===== src/rtl/vmd_pkg.sv =====
package vmd_pkg;

    typedef enum logic [2:0] {
        MD_QVGA_DE  = 3'd0,
        MD_QVGA_FIX = 3'd1,
        MD_VGA_DE   = 3'd2,
        MD_VGA_FIX  = 3'd3,
        MD_HS_START = 3'd4,
        MD_SELFTEST = 3'd5
    } vmd_mode_e;

    function automatic logic mode_is_de(vmd_mode_e m);
        return (m == MD_QVGA_DE) || (m == MD_VGA_DE);
    endfunction

    function automatic logic mode_is_fix(vmd_mode_e m);
        return (m == MD_QVGA_FIX) || (m == MD_VGA_FIX);
    endfunction

endpackage


===== src/rtl/vmd_activity.sv =====
module vmd_activity
    import vmd_pkg::*;
#(
    parameter int WIN_CLKS = 160000,
    parameter int TGL_MIN  = 8
) (
    input  logic      clk,
    input  logic      rst_n,
    input  logic      den,
    input  logic      res_sel,
    input  logic      lum_a,
    input  logic      lum_b,
    output vmd_mode_e pend_mode,
    output logic      pend_stb
);

    localparam int WW = (WIN_CLKS > 2) ? $clog2(WIN_CLKS) : 1;
    localparam int TW = $clog2(TGL_MIN + 2);
    localparam logic [WW-1:0] WLAST = WW'(WIN_CLKS - 1);
    localparam logic [TW-1:0] TSAT  = TW'(TGL_MIN + 1);
    localparam logic [TW-1:0] TLIM  = TW'(TGL_MIN);

    typedef struct packed {
        logic [WW-1:0] win;
        logic [TW-1:0] tcnt;
        logic          den;
        vmd_mode_e     pend;
        logic          stb;
    } act_s;

    act_s s_d, s_q;

    always_comb begin
        logic [TW-1:0] tsum;
        vmd_mode_e     pick;

        s_d     = s_q;
        s_d.den = den;
        s_d.stb = 1'b0;

        // transitions seen so far, including this sample
        tsum = s_q.tcnt;
        if ((den ^ s_q.den) && (s_q.tcnt != TSAT)) begin
            tsum = s_q.tcnt + 1'b1;
        end

        if (lum_a && lum_b) begin
            pick = MD_SELFTEST;
        end else if (tsum > TLIM) begin
            pick = res_sel ? MD_VGA_DE : MD_QVGA_DE;
        end else if ((tsum == '0) && den) begin
            pick = MD_HS_START;
        end else begin
            pick = res_sel ? MD_VGA_FIX : MD_QVGA_FIX;
        end

        if (s_q.win == WLAST) begin
            s_d.win  = '0;
            s_d.tcnt = '0;
            s_d.pend = pick;
            s_d.stb  = 1'b1;
        end else begin
            s_d.win  = s_q.win + 1'b1;
            s_d.tcnt = tsum;
        end
    end

    always_ff @(posedge clk or negedge rst_n) begin
        if (!rst_n) begin
            s_q <= '{win: '0, tcnt: '0, den: 1'b0, pend: MD_QVGA_FIX, stb: 1'b0};
        end else begin
            s_q <= s_d;
        end
    end

    assign pend_mode = s_q.pend;
    assign pend_stb  = s_q.stb;

    AST_TGL_SATURATES: assert property (@(posedge clk) disable iff (!rst_n)
        s_q.tcnt <= TSAT);

    AST_EVAL_SPACED: assert property (@(posedge clk) disable iff (!rst_n)
        pend_stb |=> !pend_stb);

    AST_SELFTEST_PICKED: assert property (@(posedge clk) disable iff (!rst_n)
        (pend_stb && $past(lum_a && lum_b)) |-> (pend_mode == MD_SELFTEST));

endmodule


===== src/rtl/vmd_window.sv =====
module vmd_window
    import vmd_pkg::*;
#(
    parameter int H_ACT = 320,
    parameter int V_ACT = 240,
    parameter int HOFF  = 40,
    parameter int VOFF  = 2,
    parameter int PW    = 4
) (
    input  logic          clk,
    input  logic          rst_n,
    input  logic          hsync,
    input  logic          vsync,
    input  logic          den,
    input  logic [PW-1:0] pix,
    input  vmd_mode_e     mode,
    output logic          cap,
    output logic [PW-1:0] pix_out,
    output logic          vs_rise
);

    localparam int CW  = $clog2(HOFF + H_ACT + VOFF + V_ACT + 4) + 1;
    localparam int HDW = $clog2(H_ACT + 1);
    localparam int VDW = $clog2(V_ACT + 1);
    localparam logic [CW-1:0]  CMAX  = '1;
    localparam logic [CW-1:0]  H_END = CW'(H_ACT);
    localparam logic [CW-1:0]  F_BEG = CW'(HOFF);
    localparam logic [CW-1:0]  F_END = CW'(HOFF + H_ACT);
    localparam logic [CW-1:0]  V_BEG = CW'(VOFF);
    localparam logic [CW-1:0]  V_END = CW'(VOFF + V_ACT);
    localparam logic [HDW-1:0] DE_H  = HDW'(H_ACT);
    localparam logic [VDW-1:0] DE_V  = VDW'(V_ACT);

    typedef struct packed {
        logic           hs;
        logic           vs;
        logic [CW-1:0]  hpos;
        logic [CW-1:0]  vpos;
        logic [HDW-1:0] decnt;
        logic [VDW-1:0] deline;
        logic           linede;
        logic           cap;
        logic [PW-1:0]  pix;
    } win_s;

    win_s w_d, w_q;
    logic hs_r, vs_r;

    assign hs_r = hsync & ~w_q.hs;
    assign vs_r = vsync & ~w_q.vs;

    always_comb begin
        logic vwin, hwin_s, hwin_f, de_cap;

        w_d     = w_q;
        w_d.hs  = hsync;
        w_d.vs  = vsync;
        w_d.pix = pix;

        // pixel position inside the line
        if (hs_r) begin
            w_d.hpos = '0;
        end else if (w_q.hpos != CMAX) begin
            w_d.hpos = w_q.hpos + 1'b1;
        end

        // line position inside the frame
        if (vs_r) begin
            w_d.vpos = '0;
        end else if (hs_r && (w_q.vpos != CMAX)) begin
            w_d.vpos = w_q.vpos + 1'b1;
        end

        // data-enable referenced counters
        if (hs_r) begin
            w_d.decnt = '0;
        end else if (den && (w_q.decnt < DE_H)) begin
            w_d.decnt = w_q.decnt + 1'b1;
        end

        if (vs_r || hs_r) begin
            w_d.linede = 1'b0;
        end else begin
            w_d.linede = w_q.linede | den;
        end

        if (vs_r) begin
            w_d.deline = '0;
        end else if (hs_r && w_q.linede && (w_q.deline < DE_V)) begin
            w_d.deline = w_q.deline + 1'b1;
        end

        vwin   = (w_q.vpos >= V_BEG) && (w_q.vpos < V_END);
        hwin_s = (w_q.hpos < H_END);
        hwin_f = (w_q.hpos >= F_BEG) && (w_q.hpos < F_END);
        de_cap = den && (w_q.decnt < DE_H) && (w_q.deline < DE_V);

        case (mode)
            MD_HS_START:              w_d.cap = !hs_r && hwin_s && vwin;
            MD_QVGA_FIX, MD_VGA_FIX:  w_d.cap = !hs_r && hwin_f && vwin;
            MD_QVGA_DE, MD_VGA_DE:    w_d.cap = !hs_r && de_cap;
            default:                  w_d.cap = 1'b0;
        endcase
    end

    always_ff @(posedge clk or negedge rst_n) begin
        if (!rst_n) begin
            w_q <= '{hs: 1'b0, vs: 1'b0, hpos: '1, vpos: '1, decnt: '0,
                     deline: '1, linede: 1'b0, cap: 1'b0, pix: '0};
        end else begin
            w_q <= w_d;
        end
    end

    assign cap     = w_q.cap;
    assign pix_out = w_q.pix;
    assign vs_rise = vs_r;

    // checker: strobes per line
    logic [HDW:0] linecap_q;
    always_ff @(posedge clk or negedge rst_n) begin
        if (!rst_n) begin
            linecap_q <= '0;
        end else if (hs_r) begin
            linecap_q <= '0;
        end else if (w_q.cap && (linecap_q != '1)) begin
            linecap_q <= linecap_q + 1'b1;
        end
    end

    AST_LINE_CAP_MAX: assert property (@(posedge clk) disable iff (!rst_n)
        linecap_q <= (HDW+1)'(H_ACT));

    AST_DE_CAP_NEEDS_DE: assert property (@(posedge clk) disable iff (!rst_n)
        (cap && $past(mode_is_de(mode))) |-> $past(den));

    AST_FIX_CAP_AFTER_OFFSET: assert property (@(posedge clk) disable iff (!rst_n)
        (cap && $past(mode_is_fix(mode))) |-> !$past(hs_r));

endmodule


===== src/rtl/vid_mode_detect.sv =====
module vid_mode_detect
    import vmd_pkg::*;
#(
    parameter int H_ACT    = 320,
    parameter int V_ACT    = 240,
    parameter int HOFF     = 40,
    parameter int VOFF     = 2,
    parameter int PW       = 4,
    parameter int WIN_CLKS = 160000,
    parameter int TGL_MIN  = 8
) (
    input  logic          clk_pix,
    input  logic          rst_n,
    input  logic          hsync,
    input  logic          vsync,
    input  logic          den,
    input  logic          res_sel,
    input  logic          lum_a,
    input  logic          lum_b,
    input  logic [PW-1:0] pix_in,
    output logic [2:0]    mode_o,
    output logic          cap_o,
    output logic [PW-1:0] pix_o
);

    typedef struct packed {
        vmd_mode_e mode;
    } top_s;

    top_s      t_d, t_q;
    vmd_mode_e pend_mode;
    logic      pend_stb;
    logic      vs_rise;

    vmd_activity #(
        .WIN_CLKS (WIN_CLKS),
        .TGL_MIN  (TGL_MIN)
    ) u_activity (
        .clk       (clk_pix),
        .rst_n     (rst_n),
        .den       (den),
        .res_sel   (res_sel),
        .lum_a     (lum_a),
        .lum_b     (lum_b),
        .pend_mode (pend_mode),
        .pend_stb  (pend_stb)
    );

    vmd_window #(
        .H_ACT (H_ACT),
        .V_ACT (V_ACT),
        .HOFF  (HOFF),
        .VOFF  (VOFF),
        .PW    (PW)
    ) u_window (
        .clk     (clk_pix),
        .rst_n   (rst_n),
        .hsync   (hsync),
        .vsync   (vsync),
        .den     (den),
        .pix     (pix_in),
        .mode    (t_q.mode),
        .cap     (cap_o),
        .pix_out (pix_o),
        .vs_rise (vs_rise)
    );

    always_comb begin
        t_d = t_q;
        if (pend_stb && (pend_mode == MD_SELFTEST)) begin
            t_d.mode = MD_SELFTEST;
        end else if (vs_rise) begin
            t_d.mode = pend_mode;
        end
    end

    always_ff @(posedge clk_pix or negedge rst_n) begin
        if (!rst_n) begin
            t_q <= '{mode: MD_QVGA_FIX};
        end else begin
            t_q <= t_d;
        end
    end

    assign mode_o = t_q.mode;

    AST_MODE_AT_FRAME_EDGE: assert property (@(posedge clk_pix) disable iff (!rst_n)
        (t_q.mode != $past(t_q.mode)) |-> ($past(vs_rise) || (t_q.mode == MD_SELFTEST)));

    AST_SELFTEST_SILENT: assert property (@(posedge clk_pix) disable iff (!rst_n)
        ((t_q.mode == MD_SELFTEST) && ($past(t_q.mode) == MD_SELFTEST)) |-> !cap_o);

    AST_MODE_LEGAL: assert property (@(posedge clk_pix) disable iff (!rst_n)
        mode_o <= 3'd5);

endmodule


===== config.mk =====
export PLATFORM = sky130hd
export DESIGN_NAME = vid_mode_detect
export DESIGN_NICKNAME = d
export VERILOG_FILES = /design/src/rtl/vmd_pkg.sv /design/src/rtl/vmd_activity.sv /design/src/rtl/vmd_window.sv /design/src/rtl/vid_mode_detect.sv
export SDC_FILE = /design/constraint.sdc
export NUM_CORES = 1
export LEC_CHECK = 0
export BUFFER_PORTS_ARGS = -buffer_cell sky130_fd_sc_hd__buf_2
export CORE_ASPECT_RATIO = 2
export CORE_UTILIZATION = 55
export DETAILED_ROUTE_END_ITERATION = 6
export PLACE_DENSITY = 0.77
export SLEW_MARGIN = 10
export SYNTH_ARGS = -nofsm -noshare
export SYNTH_HDL_FRONTEND = slang
export SYNTH_SLANG_ARGS = --single-unit

===== constraint.sdc =====
create_clock -name clk_pix -period 2.5 [get_ports clk_pix]
set_clock_uncertainty 0.05 [all_clocks]
set_input_delay 0.5 -clock clk_pix [delete_from_list [all_inputs] [get_ports clk_pix]]
set_output_delay 0.5 -clock clk_pix [all_outputs]
set_load 0.03 [all_outputs]

==> impl_metrics.env <==
export IMPL_cts_clk_slew_worst_paths_ns=0.06
export IMPL_gp_congestion=0.9033
export IMPL_yosysSeqAreaShare_pct=52.14
export IMPL_die_x_um=60.56
export IMPL_hold_path_class="input pin to asynchronous set/reset pin"
export IMPL_area_delta_synth_final_pct=13.73
export IMPL_start_kind="flop"
export IMPL_crit_fanout=5
export IMPL_cts_inserted_buffers=9
export IMPL_slowest_stage="a2111oi_0"
export IMPL_fp_row_count=42
export IMPL_post_synth_inst_count=381
export IMPL_clockRootBuffer="clkbuf_16"
export IMPL_dr_pass1_iters=4
export IMPL_worstSetupPathType="flop to flop"
export IMPL_setup_viol=0
export IMPL_track_usage_pct=24.16
export IMPL_post_cts_buffers=0
export IMPL_viasPerCell=5.657
export IMPL_report_final_slew_viol_count=0
export IMPL_synthesis_nets=401
export IMPL_crit_required_ns=2.67
export IMPL_fin_setup_tns_ns=0
export IMPL_dp_hpwl_um=5237
export IMPL_yosys_area_share_simple_pct=22.79
export IMPL_ys_seq_elements=77
export IMPL_hold_buffers=0
export IMPL_routed_wl_um=7420
export IMPL_clkLatencyLatePin_ns=0.34
export IMPL_grt_pass1_wl_um=12810
export IMPL_yosys_area_share_adder_pct=2.653
export IMPL_p_per_area_nw_per_um2=781.5
export IMPL_p_total_mw=3.353
export IMPL_p_leak_nw=1.777
export IMPL_pin_count=20
export IMPL_fin_crit_sh_pct=82.00
export IMPL_design_core_area_um2=6621
export IMPL_synth_top_family_by_area="simple AND/OR/NAND/NOR gates"
export IMPL_final_cell_mix="nor2_1 (60), dfrtp_1 (45), dfstp_2 (32), nand3_1 (26), nand2_1 (25)"
export IMPL_synth_edff_count=0
export IMPL_grt_pass1_vias=2914
export IMPL_worst_setup_path_end_kind="flop"
export IMPL_cts_buffer_depth=2
export IMPL_htree_levels=3
export IMPL_yosysUniqueCellTypes=44
export IMPL_max_slew_margin_pct=57.71
export IMPL_ys_warn_count=0
export IMPL_crit_path_max_incr_delay_ns=0.64
export IMPL_vdd_drop_max_v=0.0006281
export IMPL_synth_xor_area_share_pct=10.22
export IMPL_worst_slew_pin_slew_ns=0.6184
export IMPL_port_buffers=19
export IMPL_die_h_um=119.1
export IMPL_start_util_pct=56.97
export IMPL_drive_gt1_share_pct=18.52
export IMPL_final_min_clock_period_ns=2.050
export IMPL_nets=420
export IMPL_antenna_cells=0
export IMPL_grt_overflow=0
export IMPL_synth_compound_area_share_pct=8.590
export IMPL_drc=0
export IMPL_grt_max_degree=47
export IMPL_postRouteAntennaNets=0
export IMPL_rsz0062_at_grt="false"
export IMPL_clock_sinks=77
export IMPL_syn_avg_cell_area_um2=9.901
export IMPL_num_vias=2789
export IMPL_arrival_ns=2.22
export IMPL_max_cap_violations=0
export IMPL_final_common_cell="nor2_1"
export IMPL_cts_tree="done"
export IMPL_hold_viol_final=0
export IMPL_wl_per_cell_um=15.05
export IMPL_dieArea_um2=7214
export IMPL_syn_area_um2=3772
export IMPL_antenna_found_initial=0
export IMPL_drt_iter0_markers=227
export IMPL_synth_area_mux_share_pct=0.2653
export IMPL_status="finished clean"
export IMPL_fmax_ghz=0.4878
export IMPL_post_cts_resized=0
export IMPL_ys_async_sr_fraction_pct=100.0
export IMPL_ys_flop_type="dfrtp_1"
export IMPL_cp_cell_sequence="inv_1, ha_1, nand3b_1, a2111oi_0, o2111ai_1, nand4_1, o21ai_0"
[stage by stage]
stage / util, % / worst slack, ns / cell area, um^2 / hold WS [ns] / cells
floorplan: - / 0.6535 / 3772 / 0.1544 / 381
global placement: 59.58 / 0.4408 / 3945 / 0.4331 / 477
detailed placement: 59.58 / 0.4105 / 3945 / 0.4404 / 477
CTS: 64.80 / 0.4600 / 4290 / 0.1351 / 493
global route: 64.80 / 0.3252 / 4290 / 0.1733 / 493
finish: 64.80 / 0.4500 / 4290 / 0.1209 / 493
[flip-flops by register name, summed over array words and instances (netlist names)]
name / count
u_window.pix_out: 4
u_window.cap: 1
u_activity.pend_mode: 3
u_activity.s_q: 23
u_window.w_q: 42
mode_o: 3
u_activity.pend_stb: 1
[final cells by class]
type / instances / area, um^2
fillers: 547 / 2331
flip-flops and latches: 77 / 1967
multi-input cells: 278 / 1679
repair buffers: 25 / 155.1
well taps: 88 / 110.1
clock buffers: 13 / 280.3
inverters: 9 / 33.78
clock inverters: 3 / 65.06
[cell families (layout without fill, tap and decap cells)]
kind of cell	count (synthesis)	count (layout)
AOI/OAI and AO/OA	51	51
xor gates and xnor gates	44	44
muxes	1	1
adders and majority gates	8	8
buffers and inverters	26	50
DFF	77	77
and+or+nand+nor	174	174
[report_power, final]
| part | switching [mW] | internal [mW] | total [mW] |
|---|---|---|---|
| combinational | 0.234 | 0.161 | 0.394 |
| clock | 0.490 | 0.981 | 1.47 |
| sequential | 0.113 | 1.38 | 1.49 |
[synthesized netlist by cell type (7+ instances only)]
cell     number  area share (%)
dfstp_2      32              22
or3_1         7             1.2
xnor2_1      24             5.6
and3_1       10             1.7
nand2_1      25             2.5
o21ai_0      13             1.7
nand4_1       8             1.3
ha_1          8             2.7
xor2_1       20             4.6
dfrtp_1      45              30
nor3_1       15             2.0
inv_1         9            0.90
nand3_1      26             3.4
nor2_1       60             6.0
a21oi_1      13             1.7
[worst max-delay path, delay by kind of cell (launching register included)]
kind / cells / cell delay, ns
flip-flops: 1 / 0.42
AND/OR/NAND/NOR: 2 / 0.29
adder cells (fa/ha/maj): 1 / 0.14
AO/OA/AOI/OAI: 3 / 0.96
buffers and inverters: 1 / 0.08
[per-layer routing]
metal | vias to the layer above | share of wire (%) | global-route usage (%)
met2 | 42 | 57 | 42.45
met4 | 0 | 3.2 | 12.64
li1 | 1358 | - | -
met1 | 1373 | 37 | 24.76
met3 | 16 | 2.9 | 6.298
met5 | - | 0 | 0
[path summary, 6_finish.rpt]
kind / to / slack [ns] / cells after the start / startpoint
worst max-delay path: u_activity.pend_mode[1] / 0.45 / 7 / u_activity.s_q[6]
min in group clk_pix: u_window.pix_out[0] / 0.22 / 1 / pix_in[0]
max in group asynchronous: u_window.w_q[24] / 1.63 / 2 / rst_n
worst max register to register: u_activity.pend_mode[1] / 0.45 / 7 / u_activity.s_q[6]
worst min register to register: u_activity.s_q[9] / 0.45 / 1 / u_activity.s_q[9]
worst min-delay path: u_window.cap / 0.12 / 1 / rst_n
(Power assumes the default switching activity.)
